$ cat src/rtl/dxlat_pkg.sv
package dxlat_pkg;
  typedef enum logic [2:0] {
    FLT_NONE  = 3'd0,
    FLT_ALIGN = 3'd1,
    FLT_VIOL  = 3'd2,
    FLT_MISS  = 3'd3,
    FLT_DMISS = 3'd4
  } flt_e;

  localparam int ST_W     = 6;
  localparam int ST_WR    = 0;
  localparam int ST_VIOL  = 1;
  localparam int ST_FONR  = 2;
  localparam int ST_FONW  = 3;
  localparam int ST_MISS  = 4;
  localparam int ST_BADVA = 5;

  localparam logic [1:0] MODE_KERNEL = 2'd0;

  // event vector layout feeding the counter bank
  localparam int EV_ACC  = 0;
  localparam int EV_HIT  = 1;
  localparam int EV_MISS = 2;
  localparam int EV_VIOL = 3;
  localparam int EV_N    = 4;
endpackage

$ cat src/rtl/dxlat_decide.sv
module dxlat_decide
  import dxlat_pkg::*;
#(
  parameter int VA_W      = 64,
  parameter int VA_IMPL   = 48,
  parameter int PA_IMPL   = 44,
  parameter int PG_SHIFT  = 13,
  parameter int PPN_W     = 31,
  parameter logic [6:0] SP_TAG = 7'h7e
) (
  input  logic [VA_W-1:0]  va,
  input  logic [3:0]       size,
  input  logic             wr,
  input  logic [1:0]       mode,
  input  logic             phys,
  input  logic             pte,
  input  logic             hit,
  input  logic [PPN_W-1:0] ppn,
  input  logic [3:0]       rd_en,
  input  logic [3:0]       wr_en,
  input  logic             fon_rd,
  input  logic             fon_wr,
  output logic [VA_W-1:0]  pa,
  output flt_e             fault,
  output logic [ST_W-1:0]  status,
  output logic [EV_N-1:0]  ev
);
  localparam int TOP_N = VA_W - VA_IMPL + 1;
  localparam int SP_HI = VA_IMPL - 1;
  localparam int SP_LO = SP_HI - 6;

  logic [TOP_N-1:0] top_bits;
  logic             misal, canon, superpg, perm, fon_sel;
  logic [VA_W-1:0]  sp_pa, hit_pa;
  logic [PA_IMPL-1:0] sp_raw;

  assign top_bits = va[VA_W-1:VA_IMPL-1];
  assign canon    = (top_bits == '0) || (top_bits == '1);
  assign misal    = |(va[3:0] & (size - 4'd1));
  assign superpg  = (va[SP_HI:SP_LO] == SP_TAG);
  assign perm     = wr ? wr_en[mode] : rd_en[mode];
  assign fon_sel  = wr ? fon_wr : fon_rd;

  always_comb begin
    sp_raw = va[PA_IMPL-1:0];
    sp_pa  = '0;
    if (sp_raw[40]) sp_pa[PA_IMPL-1:0] = {{(PA_IMPL-40){1'b1}}, sp_raw[39:0]};
    else            sp_pa[39:0] = sp_raw[39:0];
  end

  assign hit_pa = (VA_W'(ppn) << PG_SHIFT) + VA_W'(va[PG_SHIFT-1:0]);

  always_comb begin
    fault  = FLT_NONE;
    status = '0;
    pa     = '0;
    ev     = '0;
    if (misal) begin
      fault         = FLT_ALIGN;
      status[ST_WR] = wr;
    end else if (phys) begin
      pa         = va;
      ev[EV_HIT] = 1'b1;
    end else if (!canon) begin
      fault            = FLT_VIOL;
      status[ST_WR]    = wr;
      status[ST_VIOL]  = 1'b1;
      status[ST_BADVA] = 1'b1;
      ev[EV_VIOL]      = 1'b1;
    end else if (superpg) begin
      if (mode != MODE_KERNEL) begin
        fault           = FLT_VIOL;
        status[ST_WR]   = wr;
        status[ST_VIOL] = 1'b1;
        ev[EV_VIOL]     = 1'b1;
      end else begin
        pa         = sp_pa;
        ev[EV_HIT] = 1'b1;
      end
    end else begin
      ev[EV_ACC] = 1'b1;
      if (!hit) begin
        fault           = pte ? FLT_DMISS : FLT_MISS;
        status[ST_WR]   = wr;
        status[ST_MISS] = 1'b1;
        ev[EV_MISS]     = 1'b1;
      end else begin
        pa = hit_pa;
        if (!perm || fon_sel) begin
          fault         = FLT_VIOL;
          status[ST_WR] = wr;
          ev[EV_VIOL]   = 1'b1;
          if (!perm) status[ST_VIOL] = 1'b1;
          if (wr) status[ST_FONW] = fon_wr;
          else    status[ST_FONR] = fon_rd;
        end else begin
          ev[EV_HIT] = 1'b1;
        end
      end
    end
  end
endmodule

$ cat src/rtl/dxlat_ctr_bank.sv
module dxlat_ctr_bank #(
  parameter int N     = 8,
  parameter int CNT_W = 16
) (
  input  logic                    clk,
  input  logic                    rst,
  input  logic [N-1:0]            inc,
  output logic [N-1:0][CNT_W-1:0] cnt
);
  localparam logic [CNT_W-1:0] CNT_MAX = '1;

  for (genvar g = 0; g < N; g++) begin : g_ctr
    always_ff @(posedge clk) begin
      if (rst)
        cnt[g] <= '0;
      else if (inc[g] && cnt[g] != CNT_MAX)
        cnt[g] <= cnt[g] + 1'b1;
    end
  end
endmodule

$ cat src/rtl/dxlat_check.sv
module dxlat_check
  import dxlat_pkg::*;
#(
  parameter int PPN_W = 31,
  parameter int CNT_W = 16
) (
  input  logic             clk,
  input  logic             rst,
  input  logic             req_valid,
  input  logic [63:0]      req_va,
  input  logic [3:0]       req_size,
  input  logic             req_write,
  input  logic [1:0]       req_mode,
  input  logic             req_phys,
  input  logic             req_pte,
  input  logic             tb_hit,
  input  logic [PPN_W-1:0] tb_ppn,
  input  logic [3:0]       tb_rd_en,
  input  logic [3:0]       tb_wr_en,
  input  logic             tb_fault_rd,
  input  logic             tb_fault_wr,
  output logic             rsp_valid,
  output logic [63:0]      rsp_pa,
  output logic [2:0]       rsp_fault,
  output logic [5:0]       rsp_status,
  output logic [CNT_W-1:0] cnt_rd_acc,
  output logic [CNT_W-1:0] cnt_rd_hit,
  output logic [CNT_W-1:0] cnt_rd_miss,
  output logic [CNT_W-1:0] cnt_rd_viol,
  output logic [CNT_W-1:0] cnt_wr_acc,
  output logic [CNT_W-1:0] cnt_wr_hit,
  output logic [CNT_W-1:0] cnt_wr_miss,
  output logic [CNT_W-1:0] cnt_wr_viol
);
  localparam int NCNT = 2 * EV_N;

  logic [63:0]       d_pa;
  flt_e              d_fault;
  logic [ST_W-1:0]   d_status;
  logic [EV_N-1:0]   d_ev;
  logic [NCNT-1:0]   inc;
  logic [NCNT-1:0][CNT_W-1:0] cnt;

  dxlat_decide #(.VA_W(64), .PPN_W(PPN_W)) u_decide (
    .va(req_va), .size(req_size), .wr(req_write), .mode(req_mode),
    .phys(req_phys), .pte(req_pte), .hit(tb_hit), .ppn(tb_ppn),
    .rd_en(tb_rd_en), .wr_en(tb_wr_en), .fon_rd(tb_fault_rd),
    .fon_wr(tb_fault_wr), .pa(d_pa), .fault(d_fault),
    .status(d_status), .ev(d_ev)
  );

  assign inc = {d_ev & {EV_N{req_valid && req_write}},
                d_ev & {EV_N{req_valid && !req_write}}};

  dxlat_ctr_bank #(.N(NCNT), .CNT_W(CNT_W)) u_ctrs (
    .clk(clk), .rst(rst), .inc(inc), .cnt(cnt)
  );

  always_ff @(posedge clk) begin
    if (rst) begin
      rsp_valid  <= 1'b0;
      rsp_pa     <= '0;
      rsp_fault  <= FLT_NONE;
      rsp_status <= '0;
    end else begin
      rsp_valid <= req_valid;
      if (req_valid) begin
        rsp_pa     <= d_pa;
        rsp_fault  <= d_fault;
        rsp_status <= d_status;
      end
    end
  end

  assign cnt_rd_acc  = cnt[EV_ACC];
  assign cnt_rd_hit  = cnt[EV_HIT];
  assign cnt_rd_miss = cnt[EV_MISS];
  assign cnt_rd_viol = cnt[EV_VIOL];
  assign cnt_wr_acc  = cnt[EV_N + EV_ACC];
  assign cnt_wr_hit  = cnt[EV_N + EV_HIT];
  assign cnt_wr_miss = cnt[EV_N + EV_MISS];
  assign cnt_wr_viol = cnt[EV_N + EV_VIOL];
endmodule

$ cat config.mk
export PLATFORM = sky130hd
export DESIGN_NAME = dxlat_check
export DESIGN_NICKNAME = d
export VERILOG_FILES = /design/src/rtl/dxlat_pkg.sv /design/src/rtl/dxlat_decide.sv /design/src/rtl/dxlat_ctr_bank.sv /design/src/rtl/dxlat_check.sv
export SDC_FILE = /design/constraint.sdc
export NUM_CORES = 1
export LEC_CHECK = 0
export BUFFER_PORTS_ARGS = -buffer_cell sky130_fd_sc_hd__buf_2
export CAP_MARGIN = 20
export CORE_ASPECT_RATIO = 1.75
export CORE_MARGIN = 5
export CORE_UTILIZATION = 50
export CTS_BUF_LIST = sky130_fd_sc_hd__clkbuf_8
export DETAILED_ROUTE_END_ITERATION = 8
export MAX_ROUTING_LAYER = met4
export PLACE_DENSITY = 0.76
export SLEW_MARGIN = 10
export SYNTH_ARGS = -nofsm -noshare
export SYNTH_HDL_FRONTEND = slang
export SYNTH_SLANG_ARGS = --single-unit
$ cat constraint.sdc
create_clock -name clk -period 4.4 [get_ports clk]
set_input_delay 0 -clock clk [delete_from_list [all_inputs] [get_ports clk]]
set_output_delay 0 -clock clk [all_outputs]
set_load 0.01 [all_outputs]
==> results_dict.tcl <==
set metrics [dict create \
    drv_slew 0 \
    wl_met2_mm 16.8 \
    grt_antenna_before_repair 1 \
    whs_ns 0.103 \
    rows 66 \
    drc_errors 0 \
    cts_tree "built" \
    synth_cells 1139 \
    worst_setup_path_end_kind "flop" \
    fin_crit_ns 3.58 \
    portBuffers 319 \
    drt-met1-wl_mm 11.5 \
    cts_sinks 202 \
    drt_iter0_markers 691 \
    period_share_pct 81.3 \
    clock_skew_ns 0.0101 \
    power_uw 3730 \
    cts-root-buf "clkbuf_8" \
    finalHoldViolCount 0 \
    synth_top_family_by_area "simple AND/OR/NAND/NOR gates" \
    fin_tns_setup_ns 0 \
    wl_per_cell_um 17.6 \
    path_class "in2reg" \
    drt_pass1_iterations 5 \
    track_usage_pct 28.3 \
    p_leak_uw 0.00549 \
    grt_pass1_wl_mm 49.9 \
    setup_viol 0 \
    cts_max_path_buffers 3 \
    synthAdderAreaFrac_pct 1.18 \
    synth_nets 1266 \
    synth_xor_area_share_pct 8.18 \
    synth.top_cell.area_share_pct 42.4 \
    place.gp.congestion 0.953 \
    clk_pin_slew_worst_paths_ns 0.06 \
    yosys.area_share.simple_pct 29.7 \
    critPathLaunchType "input pin" \
    fmax_mhz 280 \
    cp.arrival_ns 4.02 \
    async_flop_share_pct 0 \
    cts-resized-gates 0 \
    io_pins 320 \
    clock_latency_ns 0.57 \
    ir_drop_v 0.000263 \
    hold_path.class "in2reg" \
    start_util_pct 51.1 \
    syn_avg_cell_area_sq_um 8.37 \
    cts_buffers 31 \
    area_growth_pct 36.4 \
    finish.utilization_pct 69.7 \
    via_per_inst 5.62 \
    status "complete, no violations" \
    maxCapViolations 0 \
    ant_nets 0 \
    rsz0062_at_grt "no" \
    synth_edf_count 0 \
    synth_area_leader_cell "dfxtp_1" \
    placed_area_sq_mm 0.0113 \
    power.density_mw_per_mm2 287 \
    grt_pass1_vias 10124 \
    synth_seq_cells 202 \
    ys.flop_type "dfxtp_1" \
    nNetsFinal 1678 \
    ys_warn_count 0 \
    n_fill_cell 1480 \
    synth_common_cells "202 x dfxtp_1, 165 x nor2_1, 86 x nand2_1" \
    overflow 0 \
    synth_area_leaders "dfxtp_1 42%, nor2_1 6.5%, xor2_1 5.5%, a21oi_1 4.1%, nand2_1 3.4%" \
    vias 10182 \
    yosysMostFrequentCell "dfxtp_1" \
    netlist_area_sq_mm 0.00953 \
    ys_seq_area_share_pct 42.4 \
    dieArea_sq_mm 0.0220 \
    die_w_um 114 \
    synthMuxAreaShare_pct 1.68 \
    htreeDepth 1 \
    worstPathRequired_ns 4.85 \
    route.met3.wl_mm 1.89 \
    wl_mm 32.0 \
    cts_setup_buffers 0 \
    hpwl_mm 21.5 \
    top_layer "met4" \
    slew_headroom_pct 33.8 \
    crit_fanout 28 \
    grt_max_degree 67 \
    core_area_sq_mm 0.0187 \
    synth-compound-area-share_pct 13.6 \
    dieHeight_um 193 \
    drive_gt1_share_pct 26.1 \
    design_area_sq_mm 0.0130 \
    synth.distinct_cells 59 \
    tightest_slew_ns 0.992 \
]
-- cell type report --
cell class | instances | area (sq um) | share of cell area [%]
Clock inverter | 17 | 78.8 | 0.606
Antenna cell | 1 | 2.50 | 0.0192
Timing Repair Buffer | 440 | 2800 | 21.5
Sequential cell | 202 | 4040 | 31.1
Multi-Input combinational cell | 862 | 5190 | 39.9
Clock buffer | 39 | 537 | 4.13
Tap cell | 238 | 298 | 2.29
Inverter | 14 | 52.6 | 0.404
-- path summary, 6_finish.rpt --
path,from,endpoint,slack (ns),cells after the start
setup / recovery,req_va[56],rsp_status[0],0.82,12
hold reg to reg,rsp_pa[35],rsp_pa[35],0.45,2
setup reg to reg,u_ctrs.cnt[80],u_ctrs.cnt[94],1.90,8
hold / removal,req_phys,u_ctrs.cnt[85],0.10,4
-- cells by family after synthesis --
group,Yosys count
simple gates,549
xor+xnor,89
flops,202
compound gates,201
buf+inv,75
fa+ha+maj,9
mux,14
-- timing repair --
action                     in CTS  in global routing
setup endpoints to repair       0                  0
hold buffers                  110                  0
hold endpoints to repair      117                  0
-- stage by stage --
step | cells | setup slack, ns
CTS | 1810 | 0.842
finish | 1813 | 0.824
floorplan | 1139 | 2.07
global placement | 1644 | 1.37
global route | 1813 | 0.646
detailed placement | 1644 | 1.32
-- metal layers --
layer,up-vias,global-route usage (%)
met5,-,-
met1,4779,29.0
li1,4858,-
met4,0,14.7
met2,414,50.9
met3,131,5.11
-- power breakdown --
group	total [uW]	leakage (uW)	internal, uW	switching (uW)
Sequential	1860	0.00163	1850	9.24
Clock	1540	0.000353	797	745
Combinational	329	0.00350	154	175
Total	3730	0.00549	2800	930
-- sequential cells by signal, indices dropped and copies added (netlist names) --
signal,count
rsp_pa,64
rsp_status,6
rsp_valid,1
u_ctrs.cnt,128
rsp_fault,3
-- critical path: stages --
cell	delay, ns
dlygate4sd3_1	0.55
buf_2	0.15
nor4_1	0.26
nand4_1	0.17
or4_1	0.75
a21oi_1	0.23
buf_4	0.22
o21ai_2	0.29
nand3_1	0.18
dlygate4sd3_1	0.56
a21oi_1	0.06
dlygate4sd3_1	0.59
-- cells in the final DEF (no fill, tap or decap), types with 42 or more instances in the layout --
| cell type | Yosys | final |
|---|---|---|
| nor2_1 | 165 | 164 |
| nand3_1 | 59 | 59 |
| nor2b_1 | 46 | 46 |
| xor2_1 | 60 | 60 |
| nand4_1 | 51 | 51 |
| dfxtp_1 | 202 | 202 |
| dlygate4sd3_1 | 0 | 110 |
| nand2_1 | 86 | 86 |
| buf_2 | 11 | 318 |
| a21oi_1 | 79 | 79 |
| o21ai_0 | 42 | 42 |
Note: power is estimated with default switching activity, not from simulation.
